==> config.mk <==
export PLATFORM = sky130hd
export DESIGN_NAME = fsync_phase_gen
export DESIGN_NICKNAME = d
export VERILOG_FILES = /design/src/rtl/fsync_pkg.sv /design/src/rtl/fsg_req_decode.sv /design/src/rtl/fsg_len_calc.sv /design/src/rtl/fsg_ctl_latch.sv /design/src/rtl/fsg_frame_timer.sv /design/src/rtl/fsync_phase_gen.sv
export SDC_FILE = /design/constraint.sdc
export NUM_CORES = 1
export LEC_CHECK = 0
export ABC_CLOCK_PERIOD_IN_PS = 4200
export BUFFER_PORTS_ARGS = -buffer_cell sky130_fd_sc_hd__buf_4
export CAP_MARGIN = 20
export CORE_ASPECT_RATIO = 1.2
export CORE_MARGIN = 8
export CORE_UTILIZATION = 41
export DETAILED_ROUTE_END_ITERATION = 10
export SETUP_SLACK_MARGIN = 0.5
export SYNTH_ARGS = -nofsm -noshare
export SYNTH_HDL_FRONTEND = slang
export SYNTH_SLANG_ARGS = --single-unit
==> constraint.sdc <==
create_clock -name clk -period 4.2 [get_ports clk]
set_input_delay 0.63 -clock clk [delete_from_list [all_inputs] [get_ports clk]]
set_output_delay 0.63 -clock clk [all_outputs]
set_load 0.05 [all_outputs]
==> src/rtl/fsync_pkg.sv <==
package fsync_pkg;
  typedef enum logic [1:0] {
    REQ_NONE  = 2'd0,
    REQ_LATER = 2'd1,
    REQ_EARLY = 2'd2,
    REQ_SEC   = 2'd3
  } req_e;

  localparam int MIN_FRAME = 4;
endpackage

==> src/rtl/fsg_req_decode.sv <==
module fsg_req_decode
  import fsync_pkg::*;
(
  input  logic [1:0] ctl,
  input  logic [1:0] pin,
  output req_e       req
);
  logic [3:0] code;

  always_comb begin
    code = {ctl, pin};
    unique case (code)
      4'b0001, 4'b0100: req = REQ_LATER;
      4'b0010, 4'b1000: req = REQ_EARLY;
      4'b0011, 4'b1100: req = REQ_SEC;
      default:          req = REQ_NONE;
    endcase
  end
endmodule

==> src/rtl/fsg_len_calc.sv <==
module fsg_len_calc
  import fsync_pkg::*;
#(
  parameter int FRAME_LEN = 64,
  parameter int ADJ_W     = 8,
  parameter int CW        = 8
) (
  input  req_e             req,
  input  logic [ADJ_W-1:0] adj,
  output logic [CW-1:0]    len
);
  localparam int SW = CW + 2;

  logic signed [SW-1:0] base_s;
  logic signed [SW-1:0] adj_s;
  logic signed [SW-1:0] sum_s;

  always_comb begin
    base_s = $signed(SW'(FRAME_LEN));
    adj_s  = $signed({{(SW-ADJ_W){adj[ADJ_W-1]}}, adj});
    case (req)
      REQ_LATER: sum_s = base_s + adj_s;
      REQ_EARLY: sum_s = base_s - adj_s;
      default:   sum_s = base_s;
    endcase
    if (sum_s < $signed(SW'(MIN_FRAME)))
      sum_s = $signed(SW'(MIN_FRAME));
    len = sum_s[CW-1:0];
  end
endmodule

==> src/rtl/fsg_ctl_latch.sv <==
module fsg_ctl_latch (
  input  logic       clk,
  input  logic       rst,
  input  logic       strobe,
  input  logic [1:0] bits_in,
  input  logic       consume,
  output logic [1:0] ctl_q
);
  always_ff @(posedge clk) begin
    if (rst)
      ctl_q <= 2'b00;
    else if (strobe)
      ctl_q <= bits_in;
    else if (consume)
      ctl_q <= 2'b00;
  end
endmodule

==> src/rtl/fsg_frame_timer.sv <==
module fsg_frame_timer
  import fsync_pkg::*;
#(
  parameter int FRAME_LEN = 64,
  parameter int CW        = 8
) (
  input  logic          clk,
  input  logic          rst,
  input  logic [CW-1:0] next_len,
  input  req_e          req,
  output logic          wrap,
  output logic          fs_n,
  output logic          fs2_n
);
  localparam int HALF = FRAME_LEN / 2;

  logic [CW-1:0] cnt;
  logic [CW-1:0] cur_len;
  logic          sec_q;
  logic          mid_hit;

  assign wrap    = (cnt == cur_len - CW'(1));
  assign mid_hit = sec_q && !wrap && ((cnt + CW'(1)) == CW'(HALF));

  always_ff @(posedge clk) begin
    if (rst) begin
      cnt     <= '0;
      cur_len <= CW'(FRAME_LEN);
      sec_q   <= 1'b0;
      fs_n    <= 1'b1;
      fs2_n   <= 1'b1;
    end else begin
      fs_n  <= ~wrap;
      fs2_n <= ~mid_hit;
      if (wrap) begin
        cnt     <= '0;
        cur_len <= next_len;
        sec_q   <= (req == REQ_SEC);
      end else begin
        cnt <= cnt + CW'(1);
      end
    end
  end
endmodule

==> src/rtl/fsync_phase_gen.sv <==
module fsync_phase_gen
  import fsync_pkg::*;
#(
  parameter int FRAME_LEN = 64,
  parameter int ADJ_W     = 8
) (
  input  logic             clk,
  input  logic             rst,
  input  logic [ADJ_W-1:0] adj_val,
  input  logic [1:0]       req_pin,
  input  logic [1:0]       ctl_bits,
  input  logic             ctl_strobe,
  output logic             fs_n,
  output logic             fs2_n
);
  localparam int CW = $clog2(FRAME_LEN + (2 ** (ADJ_W - 1)) + 1);

  logic [1:0]    ctl_q;
  logic          wrap;
  req_e          req;
  logic [CW-1:0] next_len;

  fsg_ctl_latch u_ctl (
    .clk     (clk),
    .rst     (rst),
    .strobe  (ctl_strobe),
    .bits_in (ctl_bits),
    .consume (wrap),
    .ctl_q   (ctl_q)
  );

  fsg_req_decode u_dec (
    .ctl (ctl_q),
    .pin (req_pin),
    .req (req)
  );

  fsg_len_calc #(
    .FRAME_LEN (FRAME_LEN),
    .ADJ_W     (ADJ_W),
    .CW        (CW)
  ) u_len (
    .req (req),
    .adj (adj_val),
    .len (next_len)
  );

  fsg_frame_timer #(
    .FRAME_LEN (FRAME_LEN),
    .CW        (CW)
  ) u_tmr (
    .clk      (clk),
    .rst      (rst),
    .next_len (next_len),
    .req      (req),
    .wrap     (wrap),
    .fs_n     (fs_n),
    .fs2_n    (fs2_n)
  );
endmodule

=== Yosys cells after proc, flatten, opt, wreduce, memory -nomap -nowiden ===
Index checks and enable logic that the tools add are counted.

* Equality and inequality tests: 11
* Mux-type cells: 5
* $add $sub $neg: 4
* Shift-type cells: 0
* $mul: 0
* Magnitude comparators: 1
* Bitwise gates (word level): 2
* Reductions and logical operators: 8
* Div/mod/pow operators: 0

{| class="wikitable"
|+ Operator list
! kind !! count
|-
| 10-bit case mux with 2 select lines || 1
|-
| 10-bit by 4-bit < comparator with 1-bit output, second input constant || 1
|-
| 8-bit by 8-bit adder with 9-bit output, first input constant || 1
|-
| 8-bit by 8-bit subtractor with 9-bit output, first input constant || 1
|-
| 8-bit by 1-bit adder with 8-bit output, second input constant || 1
|-
| 4-bit by 2-bit equality test with 1-bit output, second input constant || 2
|-
| 4-bit equality test, second input constant || 2
|-
| 8-bit by 6-bit equality test with 1-bit output, second input constant || 1
|-
| 8-bit equality test || 1
|-
| 8-bit 2-to-1 mux || 1
|-
| 2-bit OR reduction || 4
|-
| 8-bit by 1-bit subtractor with 8-bit output, second input constant || 1
|-
| 2-bit case mux with 3 select lines || 1
|-
| 2-bit equality test, second input constant || 2
|-
| 4-bit by 1-bit equality test with 1-bit output, second input constant || 1
|-
| 4-bit by 3-bit equality test with 1-bit output, second input constant || 1
|-
| 2-bit 2-to-1 mux || 2
|-
| 2-bit by 1-bit equality test with 1-bit output, second input constant || 1
|-
| 1-bit logical AND || 2
|-
| 1-bit NOT || 2
|-
| 2-bit nonzero test || 1
|-
| 1-bit zero test || 1
|}

* Bits in latches: 0
* Output and inout port bits: 2
* Memories: 0
* Register bits: 21
* RAM bits: 0
* Logic and storage cells: 37
* Bits of input ports: 15
* Memory bits (read-only): 0

=== Depth between registers and ports, before layout ===
Gate-level depths: netlist of run 1.

* Word-level depth: 7
* Mapped depth: 11
* Depth with buffers taken out: 10

=== Hierarchy ===
A second synthesis of run 1 with hierarchy kept.

* Cell total of the unflattened synthesis: 200
* Area total of the unflattened synthesis: 1656.6 um^2

{| class="wikitable"
|+ By module, submodules not included
! module !! seq. area each (um^2) !! times used !! area an instance (um^2) !! cells an instance
|-
| fsg_frame_timer || 380.4 || 1 || 1084.8 || 117
|-
| fsg_len_calc || 0.0 || 1 || 471.7 || 71
|-
| fsg_ctl_latch || 40.0 || 1 || 75.1 || 8
|-
| fsg_req_decode || 0.0 || 1 || 25.0 || 4
|}

=== Worst setup path before layout of run 1 ===
OpenSTA, ideal clock, no wires.

* Kind: input to register
* Start: input port req_pin[0]
* End: register u_tmr.cur_len[2]
* Stages on the path: 11
* Data required time: 4.067 ns
* Buffers on the path: 1
* Path slack: 1.870 ns
* Arrival: 2.197 ns
* Cells stage by stage: nor2_1 > a22oi_1 > inv_1 > ha_1 > clkbuf_1 > a32oi_1 > o41a_1 > nand2_1 > a221oi_1 > o22a_1 > a211oi_1

* Cells in the longest elaborated chain, start to end: 7
* Elaborated cells on any way between the ends: 15

{| class="wikitable"
|+ Ends and longest elaborated chain
! item !! RTL line !! text
|-
| from (decl) || fsync_phase_gen.sv:10 || <nowiki>input logic [1:0] req_pin,</nowiki>
|-
| 4-bit by 2-bit equality test with 1-bit output, or another cell as far along || fsg_req_decode.sv:12 || <nowiki>unique case (code)</nowiki>
|-
| 2-bit OR reduction || fsg_req_decode.sv:12 ||
|-
| 2-bit case mux with 3 select lines (*) || fsg_req_decode.sv:12 ||
|-
| 2-bit equality test / 2-bit by 1-bit equality test with 1-bit output (equally long branches) || fsg_len_calc.sv:21 || <nowiki>case (req)</nowiki>
|-
| 10-bit case mux with 2 select lines (*) || fsg_len_calc.sv:21 ||
|-
| 10-bit by 4-bit < comparator with 1-bit output || fsg_len_calc.sv:26 || <nowiki>if (sum_s < $signed(SW'(MIN_FRAME)))</nowiki>
|-
| 8-bit 2-to-1 mux (*) || fsg_len_calc.sv:26 ||
|-
| to (signal assigned) || fsg_frame_timer.sv:28 || <nowiki>cur_len <= CW'(FRAME_LEN);</nowiki>
|-
| to (signal assigned) || fsg_frame_timer.sv:37 || <nowiki>cur_len <= next_len;</nowiki>
|-
| to (decl) || fsg_frame_timer.sv:18 || <nowiki>logic [CW-1:0] cur_len;</nowiki>
|}

Mark *: on every way between the ends. The rest lies on a longest branch, timed or not.
A chain may end at the register's enable or synchronous reset.

=== Worst setup path in the final report of run 1 ===
* Start: register u_tmr.cur_len[0]
* End: register u_tmr.cur_len[7]

* Cells in the longest elaborated chain, start to end: 2

{| class="wikitable"
|+ Ends and longest elaborated chain
! item !! RTL line !! text
|-
| 8-bit by 1-bit subtractor with 8-bit output || fsg_frame_timer.sv:22 || <nowiki>assign wrap = (cnt == cur_len - CW'(1));</nowiki>
|-
| 8-bit equality test || fsg_frame_timer.sv:22 ||
|}

Every way passes these cells.

==> results of run 1 <==
==> logic make-up after synthesis <==
| family | count (synthesis) | synth area share, % |
|---|---|---|
| multiplexers | 9 | 5.67 |
| buffers and inverters | 22 | 5.52 |
| XOR/XNOR | 20 | 11.0 |
| adder cells (fa/ha/maj) | 10 | 7.56 |
| AND/OR/NAND/NOR | 86 | 29.2 |
| AO/OA/AOI/OAI | 34 | 15.6 |
| flip-flops | 21 | 25.4 |
==> worst paths after layout <==
| kind | start | end | slack, ns | depth (start not counted) |
|---|---|---|---|---|
| worst min register to register | u_tmr.sec_q | u_tmr.sec_q | 0.48 | 2 |
| worst max register to register | u_tmr.cur_len[0] | u_tmr.cur_len[7] | 1.56 | 9 |
| worst min-delay path | u_tmr.sec_q | u_tmr.sec_q | 0.48 | 2 |
| worst max-delay path | u_tmr.cur_len[0] | u_tmr.cur_len[7] | 1.56 | 9 |
==> report_power, final <==
group          internal (uW)  switching, uW
Sequential               202           6.27
Clock                   66.1           67.8
Combinational           40.2           48.1
Total                    309            122
==> worst max-delay path: stages (launching register included) <==
cell,delay (ns)
dfxtp_1,0.37
inv_1,0.08
ha_1,0.33
inv_1,0.09
or3_1,0.37
a21oi_1,0.19
nor2b_1,0.11
nor3_4,0.39
buf_4,0.29
mux2_1,0.33
==> stage by stage <==
step                worst slack, ns  total power, uW
finish                         1.56              431
global route                   1.32              453
CTS                            1.52              437
detailed placement             1.41              301
global placement               1.44              302
floorplan                      1.87              273
==> registers in the layout, indices dropped and copies added, names as in the netlist <==
register	cells
u_tmr.fs2_n	1
u_tmr.cur_len	8
u_tmr.sec_q	1
u_tmr.cnt	8
u_tmr.fs_n	1
u_ctl.ctl_q	2
==> area by class of cell <==
cell class	instances	area, um2	area share, %
multi-input cells	159	1140	61.9
inverters	11	41.3	2.24
flip-flops and latches	21	420	22.8
clock inverters	1	5.00	0.271
repair buffers	17	128	6.91
clock buffers	3	41.3	2.24
well taps	54	67.6	3.66
==> metal layers <==
| metal | part of all wire, % | GRT usage, % | vias to the layer above |
|---|---|---|---|
| li1 | - | - | 742 |
| met1 | 46 | 13.7 | 692 |
| met2 | 52 | 21.4 | 14 |
| met3 | 1.3 | 1.28 | 0 |
| met4 | 0 | 3.83 | 0 |
| met5 | 0 | 0 | - |
==> layout by cell type (no fill, tap or decap), types with 4 or more instances in the layout <==
cell	synthesis	final
nor2_1	15	15
o21ai_1	4	4
nand2b_1	6	6
dfxtp_1	21	21
buf_4	0	17
inv_1	11	11
a21oi_1	4	4
nand3_1	9	9
xnor2_1	12	12
a22oi_1	4	4
nand2_1	14	14
nor3_1	11	11
nand3b_1	4	4
xor2_1	7	7
mux2i_1	6	6
ha_1	10	10
nor2b_1	5	5
o21ai_0	4	4
==> impl_summary.log, run 1 <==
[metrics] diodes inserted: 0
[metrics] DR WL/cell: around 14 um
[metrics] vias in the first global route: about 1400
[metrics] Residual DRC: 0
[metrics] total placed cells including tap cells: ~260
[metrics] final clock period utilization by the worst path: about 63%
[metrics] count of pins on the block boundary: 17
[metrics] final non-filler cell total: approximately 270
[metrics] number of gates resized after CTS: 0
[metrics] Max Fanout on Critical Path: 13
[metrics] Worst-Skew Late Latency: between 0.2 and 0.3 ns
[metrics] skew final: around 0.002 ns
[metrics] result of the run: finished clean
[metrics] fraction of the core area covered by cells at the end of the flow: ~47%
[metrics] part of the Yosys area used for sequential elements: roughly a quarter
[metrics] EDFF count, synth: 0
[metrics] number of iterations in the first detailed-routing pass: 4
[metrics] cts hold-fix bufs: 0
[metrics] Max Clock Freq: 0.378 GHz
[metrics] post-route ant nets: 0
[metrics] CTS H-tree depth: 1
[metrics] maximum number of pins on one net before global-route repair: 27
[metrics] largest area contributor in the netlist: dfxtp_1
[metrics] critical path required time: about 4.4 ns
[metrics] leakage power summed over all cells: 0.000701 uW
[metrics] area fraction of the dominant cell type after synthesis: about 25%
[metrics] kind of path behind the tightest hold check: reg2reg
[metrics] vias after detailed routing: roughly 1400
[metrics] die boundary width: around 74 um
[metrics] net count of the finished layout: 238
[metrics] Area contributors post-synth: dfxtp_1 (25%), ha_1 (7.6%), xnor2_1 (6.3%)
[metrics] setup repair after global routing missed its margin: false
[metrics] Area after DPL: between 1500 and 2000 um2
[metrics] initial antenna violation count: 0
[metrics] kind of capture point of the worst setup path: register
[metrics] data arrival time of the worst path: approximately 2.8 ns
[metrics] die outline area: approximately 6300 um2
[metrics] synthesized area: around 1700 um2
[metrics] total nets after synthesis: around 230
[metrics] area growth from synthesis to layout: 11.6%
[metrics] clock edge transition at the registers on the reported setup and hold paths: about 0.080 ns
[metrics] Initial Util: 42.3%
[metrics] power density over cell area: approximately 230 nW/um2
[metrics] number of library cell types mapped by synthesis: between 50 and 60
[metrics] yosys warns: 0
[metrics] count of input and output buffers: 16
[metrics] CTS Root Buffer Type: clkbuf_8
[metrics] Worst Hold Margin: 0.484 ns
[metrics] mean area per synthesized cell: ~8 um2
[metrics] final count of pins violating max slew: 0
[metrics] Peak VDD IR: about 0.000097 V
[metrics] global placer's final weighted congestion: a little over 0.8
[metrics] Final Instance Area: 1850 um2
[metrics] clock period minus final worst setup slack: around 2.6 ns
[metrics] type of origin of the critical path: register
[metrics] Tightest Pin Transition: 0.453 ns
[metrics] main flop type after synthesis: dfxtp_1
[metrics] Site Rows: 25
[metrics] setup total negative slack: 0 ns
[metrics] layout cell share with drive strength beyond 1: 12.7%
[metrics] Final Setup Violations: 0
[metrics] deepest clock path buffer count: 2
[metrics] number of DRC markers in iteration 0: a little over 70
[metrics] hpwl dp: 2.70 mm
[metrics] category of the most critical setup path: reg2reg
[metrics] total detailed-routing wirelength: 3.60 mm
[metrics] total clock buffers created by CTS: 3
[metrics] Chip Height: roughly 86 um
[metrics] clock tree from TritonCTS: built
[metrics] FILL cells: roughly 400
[metrics] synthesized flop and latch total: 21
[metrics] most numerous cell types in the synthesized netlist: dfxtp_1 (21), nor2_1 (15), nand2_1 (14)
[metrics] overflow left after global routing: 0
[metrics] wire length of the first global-routing pass: a little over 6 mm
[metrics] max_slew headroom: a little over two thirds
[metrics] post-synthesis instance total: 202
[metrics] most common cell in the synthesized netlist: dfxtp_1
[metrics] clock sink total: 21
[metrics] proportion of synthesized flip-flops having asynchronous set or reset: 0%
[metrics] core region area: around 3900 um2
[metrics] aggregate global-route resource usage: between 10% and 20%
[metrics] detailed-route vias per instance: between 5 and 6
[metrics] number of maximum-capacitance constraint violations: 0
[metrics] final hold violation count: 0
[metrics] number of buffers inserted to repair setup after CTS: 0
No activity file was read; power rests on OpenSTA's default activity.
==> inputs of run 2 (changes only) <==
ABC_CLOCK_PERIOD_IN_PS = 2550   (was 4200)
clock period = 2.55 ns   (was 4.2 ns; I/O delays follow)
==> run 2 against run 1 <==
Sequential cell count unchanged. Design area up 21%. Non-clock buffer count up 19. Final cell count up 7.5%. Worst hold slack worse by 0.12 ns. Count of clock-buffer cells in the layout unchanged. Sequential power up 63%. Critical path type unchanged. Critical endpoint is now u_tmr.fs2_n.
==> impl_summary.log, run 2 (synthesis results as in run 1) <==
[metrics] skew final: 0.00166 ns (-0.000352 ns)
[metrics] critical path required time: 2.68 ns (-1.67 ns)
[metrics] setup total negative slack: 0 ns (unchanged)
[metrics] leakage power summed over all cells: 0.000834 uW (+19%)
[metrics] Hold Path Sink: u_ctl.ctl_q[0]
[metrics] global placer's final weighted congestion: 0.793 (-1.6%)
[metrics] footprint of the multi-input gates: 1340 um2 (+18%)
[metrics] largest registers in the final layout: u_tmr.cnt: 8 flops, u_tmr.cur_len: 8 flops, u_ctl.ctl_q: 2 flops
[metrics] vias after detailed routing: 1606 (+11%)
[metrics] Max Fanout on Critical Path: 3 (-10)
[metrics] hpwl dp: 2.84 mm (+5.2%)
[metrics] number of iterations in the first detailed-routing pass: 4 (unchanged)
[metrics] critical register-to-register path endpoint: u_tmr.fs2_n
[metrics] launch point of the critical path: u_tmr.cur_len[2]
[metrics] number of stages on the worst hold path: 3 (+1)
[metrics] internal reg-to-reg setup slack: 0.34 ns (-1.22 ns)
[metrics] launch point of the worst reg-to-reg path: u_tmr.cur_len[2]
[metrics] Chip Height: 85.6 um (unchanged)
[metrics] worst stage delay on the critical path: 0.56 ns (+0.17 ns)
[metrics] global routing met3 resource utilization: 1.98% (+0.70 points)
[metrics] count of input and output buffers: 16 (unchanged)
[metrics] power density over cell area: 328 nW/um2 (+41%)
[metrics] Final Worst Setup Slack: 0.339 ns (-1.22 ns)
[metrics] vias in the first global route: 1622 (+15%)
[metrics] clock tree from TritonCTS: built
[metrics] CTS H-tree depth: 1 (unchanged)
[metrics] net count of the finished layout: 258 (+8.4%)
[metrics] clock sink total: 21 (unchanged)
[metrics] pre-CTS setup slack: 0.117 ns (-1.29 ns)
[metrics] maximum number of pins on one net before global-route repair: 27 (unchanged)
[metrics] layout cell share with drive strength beyond 1: 37.9% (+25 points)
[metrics] Worst-Skew Late Latency: 0.26 ns (about the same)
[metrics] count of pins on the block boundary: 17 (unchanged)
[metrics] detailed-route vias per instance: 5.62 (+3.2%)
[metrics] FILL cells: 357 (-11%)
[metrics] number of cells on the worst reg-to-reg path: 7 (-2)
[metrics] clock period minus final worst setup slack: 2.21 ns (-0.434 ns)
[metrics] cts hold-fix bufs: 0 (unchanged)
[metrics] wire length of the first global-routing pass: 7.36 mm (+19%)
[metrics] Final Instance Area: 2230 um2 (+21%)
[metrics] ordered cell list for the critical path: or4_4 -> o21ai_4 -> a21oi_4 -> nor2b_4 -> nor3_4 -> buf_4 -> or4_1
[metrics] sum of buffers and inverters on the critical path: 1 (-2)
[metrics] final clock period utilization by the worst path: 86.7% (+24 points)
[metrics] core region area: 3910 um2 (unchanged)
[metrics] aggregate global-route resource usage: 14.2% (+2.4 points)
[metrics] category of the most critical setup path: reg2reg
[metrics] Max Clock Freq: 0.452 GHz (+20%)
[metrics] number of DRC markers in iteration 0: 59 (-17%)
[metrics] Residual DRC: 0 (unchanged)
[metrics] Sequential Area: 442 um2 (+5.1%)
[metrics] max_slew headroom: 69.2% (-0.36 points)
[metrics] kind of path behind the tightest hold check: in2reg
[metrics] Worst Hold Margin: 0.366 ns (-0.117 ns)
[metrics] commonest cells after routing, fill and taps aside: buf_4 (31), nor2_1 (14), nand2_1 (13)
[metrics] clock edge transition at the registers on the reported setup and hold paths: 0.07 ns (about the same)
[metrics] Site Rows: 25 (unchanged)
[metrics] total detailed-routing wirelength: 4.34 mm (+20%)
[metrics] critical path's top delay family: simple AND/OR/NAND/NOR gates
[metrics] layer with the highest usage after global routing: met2
[metrics] die boundary width: 74.0 um (unchanged)
[metrics] diodes inserted: 0 (unchanged)
[metrics] Initial Util: 42.3% (unchanged)
[metrics] Area after DPL: 1850 um2 (+2.6%)
[metrics] min-delay src: ctl_bits[0]
[metrics] CTS Root Buffer Type: clkbuf_8
[metrics] overflow left after global routing: 0 (unchanged)
[metrics] crit path max-delay cell type: or4_4
[metrics] Final Setup Violations: 0 (unchanged)
[metrics] result of the run: finished clean
[metrics] deepest clock path buffer count: 2 (unchanged)
[metrics] fraction of the core area covered by cells at the end of the flow: 57.0% (+9.8 points)
[metrics] final count of pins violating max slew: 0 (unchanged)
[metrics] initial antenna violation count: 0 (unchanged)
[metrics] setup repair after global routing missed its margin: true
[metrics] DR WL/cell: 15.2 um (+12%)
[metrics] commonest non-fill, non-tap cell in the layout: buf_4
[metrics] met2 routing resource usage after global routing: 25.0% (+3.6 points)
[metrics] global routing met1 resource utilization: 16.4% (+2.7 points)
[metrics] data arrival time of the worst path: 2.34 ns (-0.46 ns)
[metrics] total clock buffers created by CTS: 3 (unchanged)
[metrics] number of maximum-capacitance constraint violations: 0 (unchanged)
[metrics] final hold violation count: 0 (unchanged)
[metrics] Peak VDD IR: 0.000153 V (+58%)
[metrics] kind of capture point of the worst setup path: register
[metrics] post-route ant nets: 0 (unchanged)
[metrics] type of origin of the critical path: register
[metrics] die outline area: 6340 um2 (unchanged)
[metrics] Tightest Pin Transition: 0.459 ns (+0.00534 ns)
[metrics] area growth from synthesis to layout: 34.7%
## run 2: timing repair
item	in CTS	in global routing
setup endpoints to repair	21	21
gates cloned	1	0
gates resized for setup	31	21
hold endpoints to repair	0	0
pin swaps	12	13
buffers inserted	11	4
## run 2: area by class of cell
class,count,area share (%)
repair buffers,36,13.0
clock buffers,3,1.85
multi-input cells,160,60.3
clock inverters,1,0.224
inverters,11,1.85
well taps,54,3.03
flip-flops and latches,21,19.8
## run 2: worst max-delay path by stage
stage / cells past startpoint / slack (ns) / end
3_3_place_gp: 11 / 0.17 / u_tmr.cur_len[2]
3_5_place_dp: 11 / 0.12 / u_tmr.cur_len[2]
5_1_grt: 11 / 0.18 / u_tmr.cur_len[0]
2_1_floorplan: 7 / 0.44 / u_tmr.cur_len[4]
6_report: 7 / 0.34 / u_tmr.fs2_n
4_1_cts: 7 / 0.31 / u_tmr.cur_len[4]
## run 2: worst reg2reg max path, cell delays in order, from the launching register on
cell	delay, ns
dfxtp_4	0.36
or4_4	0.56
o21ai_4	0.17
a21oi_4	0.09
nor2b_4	0.19
nor3_4	0.06
buf_4	0.15
or4_1	0.50
## run 2: stage by stage
step | power (uW) | cells
finish | 732 | 286
global route | 780 | 286
CTS | 727 | 282
detailed placement | 500 | 266
global placement | 496 | 266
floorplan | 451 | 202
## run 2: power breakdown
group	leakage, uW	switching [uW]	internal, uW
sequential	0.000176	11.4	330
clock	0.0000255	105	109
combinational	0.000633	90.8	86.0
## run 2: per-layer routing
layer	part of all wire, %	routed length, um	vias up
met5	0	0	-
met4	1.5	65	0
met3	2.4	106	6
met2	55	2380	29
met1	41	1790	787
li1	-	-	784
